$ cat config.mk
export PLATFORM = sky130hd
export DESIGN_NAME = sertx_core
export DESIGN_NICKNAME = d
export VERILOG_FILES = /design/src/rtl/sertx_pkg.sv /design/src/rtl/sertx_tickcnt.sv /design/src/rtl/sertx_clkgen.sv /design/src/rtl/sertx_core.sv
export SDC_FILE = /design/constraint.sdc
export NUM_CORES = 1
export LEC_CHECK = 0
export BUFFER_PORTS_ARGS = -buffer_cell sky130_fd_sc_hd__buf_2
export CAP_MARGIN = 0
export CORE_ASPECT_RATIO = 0.5
export CORE_MARGIN = 5
export CORE_UTILIZATION = 53
export DETAILED_ROUTE_END_ITERATION = 10
export GPL_ROUTABILITY_DRIVEN = 0
export PLACE_DENSITY = 0.83
export SLEW_MARGIN = 5
export SYNTH_ARGS = -nofsm -noshare
export SYNTH_HDL_FRONTEND = slang
export SYNTH_SLANG_ARGS = --single-unit
$ cat constraint.sdc
create_clock -name clk -period 5.9 [get_ports clk]
set_clock_uncertainty 0.2 [all_clocks]
set_input_delay 0.885 -clock clk [delete_from_list [all_inputs] [get_ports clk]]
set_output_delay 0.885 -clock clk [all_outputs]
set_load 0.03 [all_outputs]
$ cat src/rtl/sertx_pkg.sv
package sertx_pkg;

   typedef enum logic [2:0] {
      ST_IDLE  = 3'd0,
      ST_START = 3'd1,
      ST_DATA  = 3'd2,
      ST_STOP  = 3'd3,
      ST_BRK   = 3'd4
   } tx_state_e;

   typedef struct packed {
      logic [1:0] stop;
      logic       lin;
      logic       clken;
      logic       cpol;
      logic       cpha;
   } tx_cfg_t;

   // stop interval length in baud ticks for a given code
   function automatic int unsigned stop_len(input logic [1:0] code, input int unsigned osr);
      case (code)
         2'b00:   return osr;
         2'b01:   return osr / 2;
         2'b10:   return 2 * osr;
         default: return osr + osr / 2;
      endcase
   endfunction

endpackage

$ cat src/rtl/sertx_tickcnt.sv
module sertx_tickcnt #(
   parameter int W = 8
) (
   input  logic         clk,
   input  logic         rst_n,
   input  logic         tick,
   input  logic         clr,
   output logic [W-1:0] cnt
);
   always_ff @(posedge clk or negedge rst_n) begin
      if (!rst_n)    cnt <= '0;
      else if (clr)  cnt <= '0;
      else if (tick) cnt <= cnt + 1'b1;
   end
endmodule

$ cat src/rtl/sertx_clkgen.sv
module sertx_clkgen #(
   parameter bit HAS_SCLK = 1'b1
) (
   input  logic busy,
   input  logic in_data,
   input  logic first_half,
   input  logic clken,
   input  logic cpol_q,
   input  logic cpha_q,
   input  logic cpol_live,
   output logic sclk
);
   generate
      if (HAS_SCLK) begin : g_pin
         logic rest;
         logic active;
         always_comb begin
            rest   = busy ? cpol_q : cpol_live;
            active = in_data & clken & (first_half == cpha_q);
            sclk   = rest ^ active;
         end
      end else begin : g_none
         always_comb sclk = cpol_live;
      end
   endgenerate
endmodule

$ cat src/rtl/sertx_core.sv
module sertx_core
   import sertx_pkg::*;
#(
   parameter int OSR          = 16,
   parameter int DW           = 8,
   parameter int LIN_BRK_BITS = 13,
   parameter int STD_BRK_BITS = 10,
   parameter bit HAS_SCLK     = 1'b1
) (
   input  logic          clk,
   input  logic          rst_n,
   input  logic          baud_tick,
   input  logic [1:0]    cfg_stop,
   input  logic          cfg_lin,
   input  logic          cfg_clken,
   input  logic          cfg_cpol,
   input  logic          cfg_cpha,
   input  logic          brk_req,
   input  logic          in_valid,
   input  logic [DW-1:0] in_data,
   output logic          in_ready,
   output logic          txd,
   output logic          sclk
);
   localparam int MAXB = (LIN_BRK_BITS > STD_BRK_BITS) ? LIN_BRK_BITS : STD_BRK_BITS;
   localparam int CW   = $clog2(OSR * MAXB + 1);
   localparam int HALF = OSR / 2;
   localparam int BIW  = (DW > 1) ? $clog2(DW) : 1;
   localparam int FW   = $clog2(OSR * (MAXB + DW + 3) + 1);

   generate
      if (OSR < 4 || (OSR % 2) != 0) begin : g_bad_osr
         $error("OSR must be even and at least 4");
      end
      if (DW < 2) begin : g_bad_dw
         $error("DW must be at least 2");
      end
      if (LIN_BRK_BITS < 1 || STD_BRK_BITS < 1) begin : g_bad_brk
         $error("break lengths must be positive");
      end
   endgenerate

   tx_state_e       state;
   tx_cfg_t         cfg_q;
   tx_cfg_t         cfg_in;
   logic [DW-1:0]   shreg;
   logic [BIW-1:0]  bidx;
   logic            after_brk;
   logic [CW-1:0]   tcnt;
   logic [CW-1:0]   lim;
   logic            per_end;
   logic            idle;

   assign cfg_in = '{stop: cfg_stop, lin: cfg_lin, clken: cfg_clken, cpol: cfg_cpol, cpha: cfg_cpha};
   assign idle   = (state == ST_IDLE);

   always_comb begin
      case (state)
         ST_STOP: lim = after_brk ? CW'(OSR) : CW'(stop_len(cfg_q.stop, OSR));
         ST_BRK:  lim = cfg_q.lin ? CW'(OSR * LIN_BRK_BITS) : CW'(OSR * STD_BRK_BITS);
         default: lim = CW'(OSR);
      endcase
   end

   assign per_end = baud_tick && !idle && (tcnt == lim - CW'(1));

   sertx_tickcnt #(.W(CW)) u_tcnt (
      .clk   (clk),
      .rst_n (rst_n),
      .tick  (baud_tick),
      .clr   (idle || per_end),
      .cnt   (tcnt)
   );

   always_ff @(posedge clk or negedge rst_n) begin
      if (!rst_n) begin
         state     <= ST_IDLE;
         cfg_q     <= '0;
         shreg     <= '0;
         bidx      <= '0;
         after_brk <= 1'b0;
      end else begin
         case (state)
            ST_IDLE: begin
               if (brk_req) begin
                  cfg_q     <= cfg_in;
                  after_brk <= 1'b1;
                  state     <= ST_BRK;
               end else if (in_valid) begin
                  cfg_q     <= cfg_in;
                  shreg     <= in_data;
                  after_brk <= 1'b0;
                  state     <= ST_START;
               end
            end
            ST_START: if (per_end) begin
               bidx  <= '0;
               state <= ST_DATA;
            end
            ST_DATA: if (per_end) begin
               shreg <= shreg >> 1;
               bidx  <= bidx + 1'b1;
               if (bidx == BIW'(DW - 1)) state <= ST_STOP;
            end
            ST_STOP: if (per_end) state <= ST_IDLE;
            ST_BRK:  if (per_end) state <= ST_STOP;
            default: state <= ST_IDLE;
         endcase
      end
   end

   always_comb begin
      case (state)
         ST_START, ST_BRK: txd = 1'b0;
         ST_DATA:          txd = shreg[0];
         default:          txd = 1'b1;
      endcase
   end

   assign in_ready = idle && !brk_req;

   sertx_clkgen #(.HAS_SCLK(HAS_SCLK)) u_clkgen (
      .busy       (!idle),
      .in_data    (state == ST_DATA),
      .first_half (tcnt < CW'(HALF)),
      .clken      (cfg_q.clken),
      .cpol_q     (cfg_q.cpol),
      .cpha_q     (cfg_q.cpha),
      .cpol_live  (cfg_cpol),
      .sclk       (sclk)
   );

   // ---------------- checks ----------------
   logic [FW-1:0] frm_ticks;
   logic [FW-1:0] exp_total;

   always_ff @(posedge clk or negedge rst_n) begin
      if (!rst_n)          frm_ticks <= '0;
      else if (idle)       frm_ticks <= '0;
      else if (baud_tick)  frm_ticks <= frm_ticks + 1'b1;
   end

   always_comb begin
      if (after_brk)
         exp_total = cfg_q.lin ? FW'(OSR * (LIN_BRK_BITS + 1)) : FW'(OSR * (STD_BRK_BITS + 1));
      else
         exp_total = FW'(OSR * (DW + 1)) + FW'(stop_len(cfg_q.stop, OSR));
   end


   frame_len_chk: assert property (@(posedge clk) disable iff (!rst_n)
      (idle && $past(state) == ST_STOP) |-> (frm_ticks == exp_total));


   accept_chk: assert property (@(posedge clk) disable iff (!rst_n)
      (in_valid && in_ready) |=> (state == ST_START && !txd && !in_ready));


   brk_stop_chk: assert property (@(posedge clk) disable iff (!rst_n)
      ($past(state) == ST_BRK && state != ST_BRK) |-> (state == ST_STOP && txd));


   no_mid_brk_chk: assert property (@(posedge clk) disable iff (!rst_n)
      (state != ST_IDLE && state != ST_BRK) |=> (state != ST_BRK));


   cfg_hold_chk: assert property (@(posedge clk) disable iff (!rst_n)
      (!idle && $past(state) != ST_IDLE) |-> $stable(cfg_q));


   sclk_quiet_chk: assert property (@(posedge clk) disable iff (!rst_n)
      (!idle && $past(state) != ST_IDLE && state != ST_DATA && $past(state) != ST_DATA)
      |-> $stable(sclk));

endmodule

-- Word level (Yosys, flattened, before mapping)
Cells that the tools add are included.
- flip-flop bits (word level): 29
- latch bits: 0
- bits in writable memories: 0
- bits in read-only memories: 0
- input port bits: 19
- memories: 0
- add/sub/neg operators: 3
- multiply operators: 0
- div/mod/pow operators: 0
- order comparisons: 1
- equality and inequality tests: 17
- shift-type cells: 0
- mux-type cells: 26
- bitwise gates (word level): 3
- reduce and logical (&&, ||, !) cells: 17
- operators by type and width (cell ; number):
    two-way mux 8 bit ; 6
    case mux 8 bit (2 select lines) ; 2
    two-way mux 3 bit ; 8
    case mux 6 bit (3 select lines) ; 1
    case mux 3 bit (5 select lines) ; 1
    inequality test 2 bit, second input constant ; 7
    two-way mux 6 bit ; 2
    adder 8 x 1 -> 8 bit, second input constant ; 1
    == test 8 bit ; 1
    less-than comparator 8 x 4 -> 1 bit, second input constant ; 1
    nonzero test 2 bit ; 4
    subtractor 8 x 1 -> 8 bit, second input constant ; 1
    two-way mux 7 bit ; 1
    == test 3 x 2 -> 1 bit, second input constant ; 2
    == test 3 bit, second input constant ; 2
    case mux 3 bit (2 select lines) ; 1
    AND reduction 6 bit ; 1
    AND reduction 4 bit ; 1
    adder 3 x 1 -> 3 bit, second input constant ; 1
    == test 3 x 1 -> 1 bit, second input constant ; 1
    logical AND 1 bit ; 3
    logical NOT 3 bit ; 1
    two-way mux 1 bit ; 3
    inequality test 3 bit, second input constant ; 1
    12 further kinds ; 14

-- Longest topological paths before layout
- word-level depth: 9
- mapped depth: 12

-- Cells and area by module
A second synthesis with hierarchy kept.
- cell total of the unflattened synthesis: 194
- area, all modules: 1830.5 um^2
- by module, submodules not included (module ; times used ; cells each ; area an instance (um^2) ; sequential area each (um^2)):
    sertx_core ; 1 ; 153 ; 1401.3 ; 525.5
    sertx_tickcnt ; 1 ; 37 ; 396.6 ; 200.2
    sertx_clkgen ; 1 ; 4 ; 32.5 ; 0.0

-- Least setup slack after synthesis
No wires, ideal clock.
- path kind: register -> register
- from: register state[0]
- to: register state[0]
- setup time: 0.126 ns
- arrival time: 2.713 ns
- path slack: 2.860 ns
- cell stages (with the launch flop): 11
- path through: dfrtp_1 -> or3b_1 -> clkbuf_1 -> o21ai_0 -> ha_1 -> inv_1 -> a31o_2 -> a211oi_2 -> or4b_1 -> buf_4 -> a311o_1
- longest elaborated chain between the ends: 7
- elaborated cells between the ends (all ways): 19
- RTL lines (what ; RTL line ; source):
    from (decl) ; sertx_core.sv:43 ; tx_state_e state;
    from (signal assigned) ; sertx_core.sv:77 ; state <= ST_IDLE;
    from (signal assigned) ; sertx_core.sv:88 ; state <= ST_BRK;
    from (signal assigned) ; sertx_core.sv:93 ; state <= ST_START;
    == test 3 bit / == test 3 x 2 -> 1 bit (equally long branches) ; - ;
    case mux 8 bit (2 select lines) ; sertx_core.sv:58 ; case (state)
    subtractor 8 x 1 -> 8 bit ; sertx_core.sv:65 ; assign per_end = baud_tick && !idle && (tcnt == lim - CW'(1));
    == test 8 bit ; sertx_core.sv:65 ;
    logical AND 1 bit ; sertx_core.sv:65 ;
    inequality test 2 bit (no line) ; - ;
    AND reduction 6 bit (no line) ; - ;
Several ways; a longest one is shown, not always the timed one.
A chain may end at the register's enable or synchronous reset.

-- Final worst setup path
- from: register state[2]
- to: register shreg[0]
- longest elaborated chain between the ends: 7
- elaborated cells between the ends (all ways): 16
- RTL lines (what ; RTL line ; source):
    == test 3 bit / == test 3 x 2 -> 1 bit (equally long branches) ; - ;
    case mux 8 bit (2 select lines) ; sertx_core.sv:58 ;
    subtractor 8 x 1 -> 8 bit ; sertx_core.sv:65 ;
    == test 8 bit ; sertx_core.sv:65 ;
    logical AND 1 bit ; sertx_core.sv:65 ;
    inequality test 2 bit (no line) ; - ;
    AND reduction 4 bit (no line) ; - ;
    to (signal assigned) ; sertx_core.sv:91 ; shreg <= in_data;
    to (signal assigned) ; sertx_core.sv:101 ; shreg <= shreg >> 1;
    to (decl) ; sertx_core.sv:46 ; logic [DW-1:0] shreg;
Several ways; a longest one is shown, not always the timed one.

==> impl_results.md <==
- Layout net count: 230
- Setup Fix Bufs, Post-CTS: 0
- Adder-cell share of the synthesized area: 4.96%
- Largest net degree at the start of global routing: 30
- Remaining global-route overflow: 0
- Number of cell rows: 14
- Via count: 1481
- Hold Path Depth: 1
- Initial Utilization: 56.9%
- Longest Clk Path Bufs: 2
- CTS buffer count: 5
- Total Routing Usage GR: 17.9%
- Hold Slack: 0.304 ns
- RSZ-0062 raised after global routing: false
- Port Buffers: 21
- Worst r2r path cells: 9
- Synthesized cell area: 1760 sq um
- Htree depth: 2
- Die ar.: 4650 sq um
- Dpl hpwl: 2700 um
- First-pass detailed-route iteration total: 4
- Post-Synthesis Net Count: 210
- Most used cell, CP: o21ai_0
- Main combinational cell family by area after synthesis: compound AO/OA/AOI/OAI gates
- Status: finished clean
- Die width: 91.6 um
- Fillers: 247
- IO Count: 22
- Ant. Diodes: 0
- Commonest non-fill, non-tap cell in the layout: dfrtp_1
- Leakage: 0.885 nW
- PD cells: 484 nW/um^2
- Layout cell share with drive strength beyond 1: 21.0%
- Ys Warns: 0
- Seq/Total Area, Yosys: 41.1%
- Max Freq: 269 MHz
- Endpoints failing hold: 0
- Die Y: 50.8 um
- Setup Crit Path Kind: reg -> reg
- Type of the most critical hold path: reg -> reg
- Async S/R FF share, synth: 100%
- Prevailing post-synth register cell: dfrtp_1
- Post-CTS resize count: 0
- WL/cell: 15.8 um
- Post-route ant nets: 0
- Routing usage on met2: 27.0%
- Gr busiest metal: met2
- P&R area growth vs syn: 13.5%
- Crit Path Max Fanout: 16
- Final setup vio count: 0
- Endpoint class of the critical path: flop
- Core area: 3100 sq um
- CP Launch Type: flop
- Worst rel slew slack: 51.2%
- First-pass GRT wire length: 6480 um
- Vias in the first global route: 1362
- Synthesized instance count: 184
- Number of synthesized flops with an enable pin: 0
- Clk sinks: 29
- Via/cell ratio: 6.04
- Clk Latency, worst-skew pair: 0.29 ns
- Flops & latches, synth: 29
- Fin crit period: 3.71 ns
- 1st-iter DRT viols: 89
- Max VDD drop: 0.194 mV
- CTS root buf: clkbuf_8
- Simple-Gate Fraction of Synth Area: 18.9%
- Crit-path max cell delay: 0.72 ns
- Routing usage on met1: 24.5%
- Commonest non-fill, non-tap cells in the layout: 29 x dfrtp_1, 21 x buf_2, 18 x nor2_1
- Synth Area in Compound Gates: 19.7%
- Met3 Resource Use GR: 4.18%
- Mux contribution to synthesized area: 4.33%
- Synthesized area per cell: 9.59 sq um
- Synth cell types: 44
- Setup TNS: 0 ns
- Max-slew violations: 0
- Crit share post-route: 62.9%
- # DRC: 0
- Antenna violations before repair: 0
- Crit path DAT: 3.67 ns
- Max_cap viols: 0
- CP Cell Sequence: or3b_1 > o21ai_0 > ha_1 > inv_1 > a31o_2 > a211oi_2 > or4b_1 > a21oi_4 > o21ai_0
- TritonCTS clock tree: done
- Hold buffers post-CTS: 0
- Routed WL: 3870 um
- Measured slew at the worst slew-check pin: 0.726 ns
- Power Total: 970 uW
- WP data required: 5.86 ns
- Clock-pin slew on the worst setup and hold paths: 0.07 ns
- Slowest cell on the critical path: or4b_1
- Synth Area in XOR/XNOR: 5.96%
-- sequential cells by signal, indices dropped and copies added (netlist names) --
register	flops
u_tcnt.cnt	8
cfg_q	6
after_brk	1
state	3
shreg	8
bidx	3
-- where the power goes --
part	internal, mW	switching [mW]
combinational	0.165	0.226
sequential	0.273	0.0863
clock	0.137	0.0833
total	0.574	0.396
-- cell families (layout without fill, tap and decap cells) --
family | Yosys count | count (layout)
AOI/OAI and AO/OA | 44 | 44
xor gates and xnor gates | 12 | 12
adders and majority gates | 7 | 7
buffers and inverters | 22 | 43
DFF | 29 | 29
muxes | 7 | 7
and+or+nand+nor | 63 | 63
-- per-layer routing --
layer	wire length (um)	share of wire [%]
met1	1820	47
met2	1810	47
met3	195	5.0
met4	45	1.2
met5	0	0
-- critical path: cells and delay by family, from the launching register on --
family          cells  cell delay (ns)
compound gates      5             1.18
buf+inv             1             0.08
fa+ha+maj           1             0.22
flops               1             0.68
simple gates        2             1.23
-- worst paths after layout --
path	to	slack (ns)	start
setup / recovery	shreg[0]$_DFFE_PN0P_	2.19	state[2]$_DFFE_PN0P_
hold / removal	bidx[0]$_DFFE_PN0P_	0.30	bidx[0]$_DFFE_PN0P_
setup reg to reg	shreg[0]$_DFFE_PN0P_	2.19	state[2]$_DFFE_PN0P_
hold reg to reg	bidx[0]$_DFFE_PN0P_	0.30	bidx[0]$_DFFE_PN0P_
max in group asynchronous	bidx[2]$_DFFE_PN0P_	4.66	rst_n
min in group asynchronous	u_tcnt.cnt[0]$_DFFE_PN0P_	0.41	rst_n
-- Yosys cell counts (3+ instances only) --
library cell	count	area share, %
nand2b_1	3	1.1
o21ai_0	16	4.5
nor2_1	18	3.8
ha_1	7	5.0
a22o_1	3	1.5
xor2_1	7	3.5
mux2_2	5	3.2
a32oi_1	7	3.5
or4_1	4	1.7
inv_1	14	3.0
dfrtp_1	29	41
nor2b_1	3	1.1
nor3_1	7	2.0
nand2_1	15	3.2
nand4_1	3	1.1
xnor2_1	5	2.5
clkbuf_1	4	0.85
-- cell type report --
cell class	count	area [sq um]	share of cell area (%)
multi-input combinational	133	950	47.4
sequential	29	726	36.2
timing repair buffer	21	105	5.25
clock buffer	6	82.6	4.12
inverter	14	52.6	2.62
tap	40	50.0	2.50
clock inverter	2	37.5	1.87
-- metrics by stage --
stage / instances / utilization (%) / cell area (sq um) / setup slack (ns)
4_1_cts: 245 / 64.6 / 2000 / 2.22
3_3_place_gp: 237 / 60.7 / 1880 / 2.44
2_1_floorplan: 184 / - / 1760 / 2.86
3_5_place_dp: 237 / 60.7 / 1880 / 2.24
6_report: 245 / 64.6 / 2000 / 2.19
5_1_grt: 245 / 64.6 / 2000 / 2.01
No activity file was read; power rests on OpenSTA's default activity.
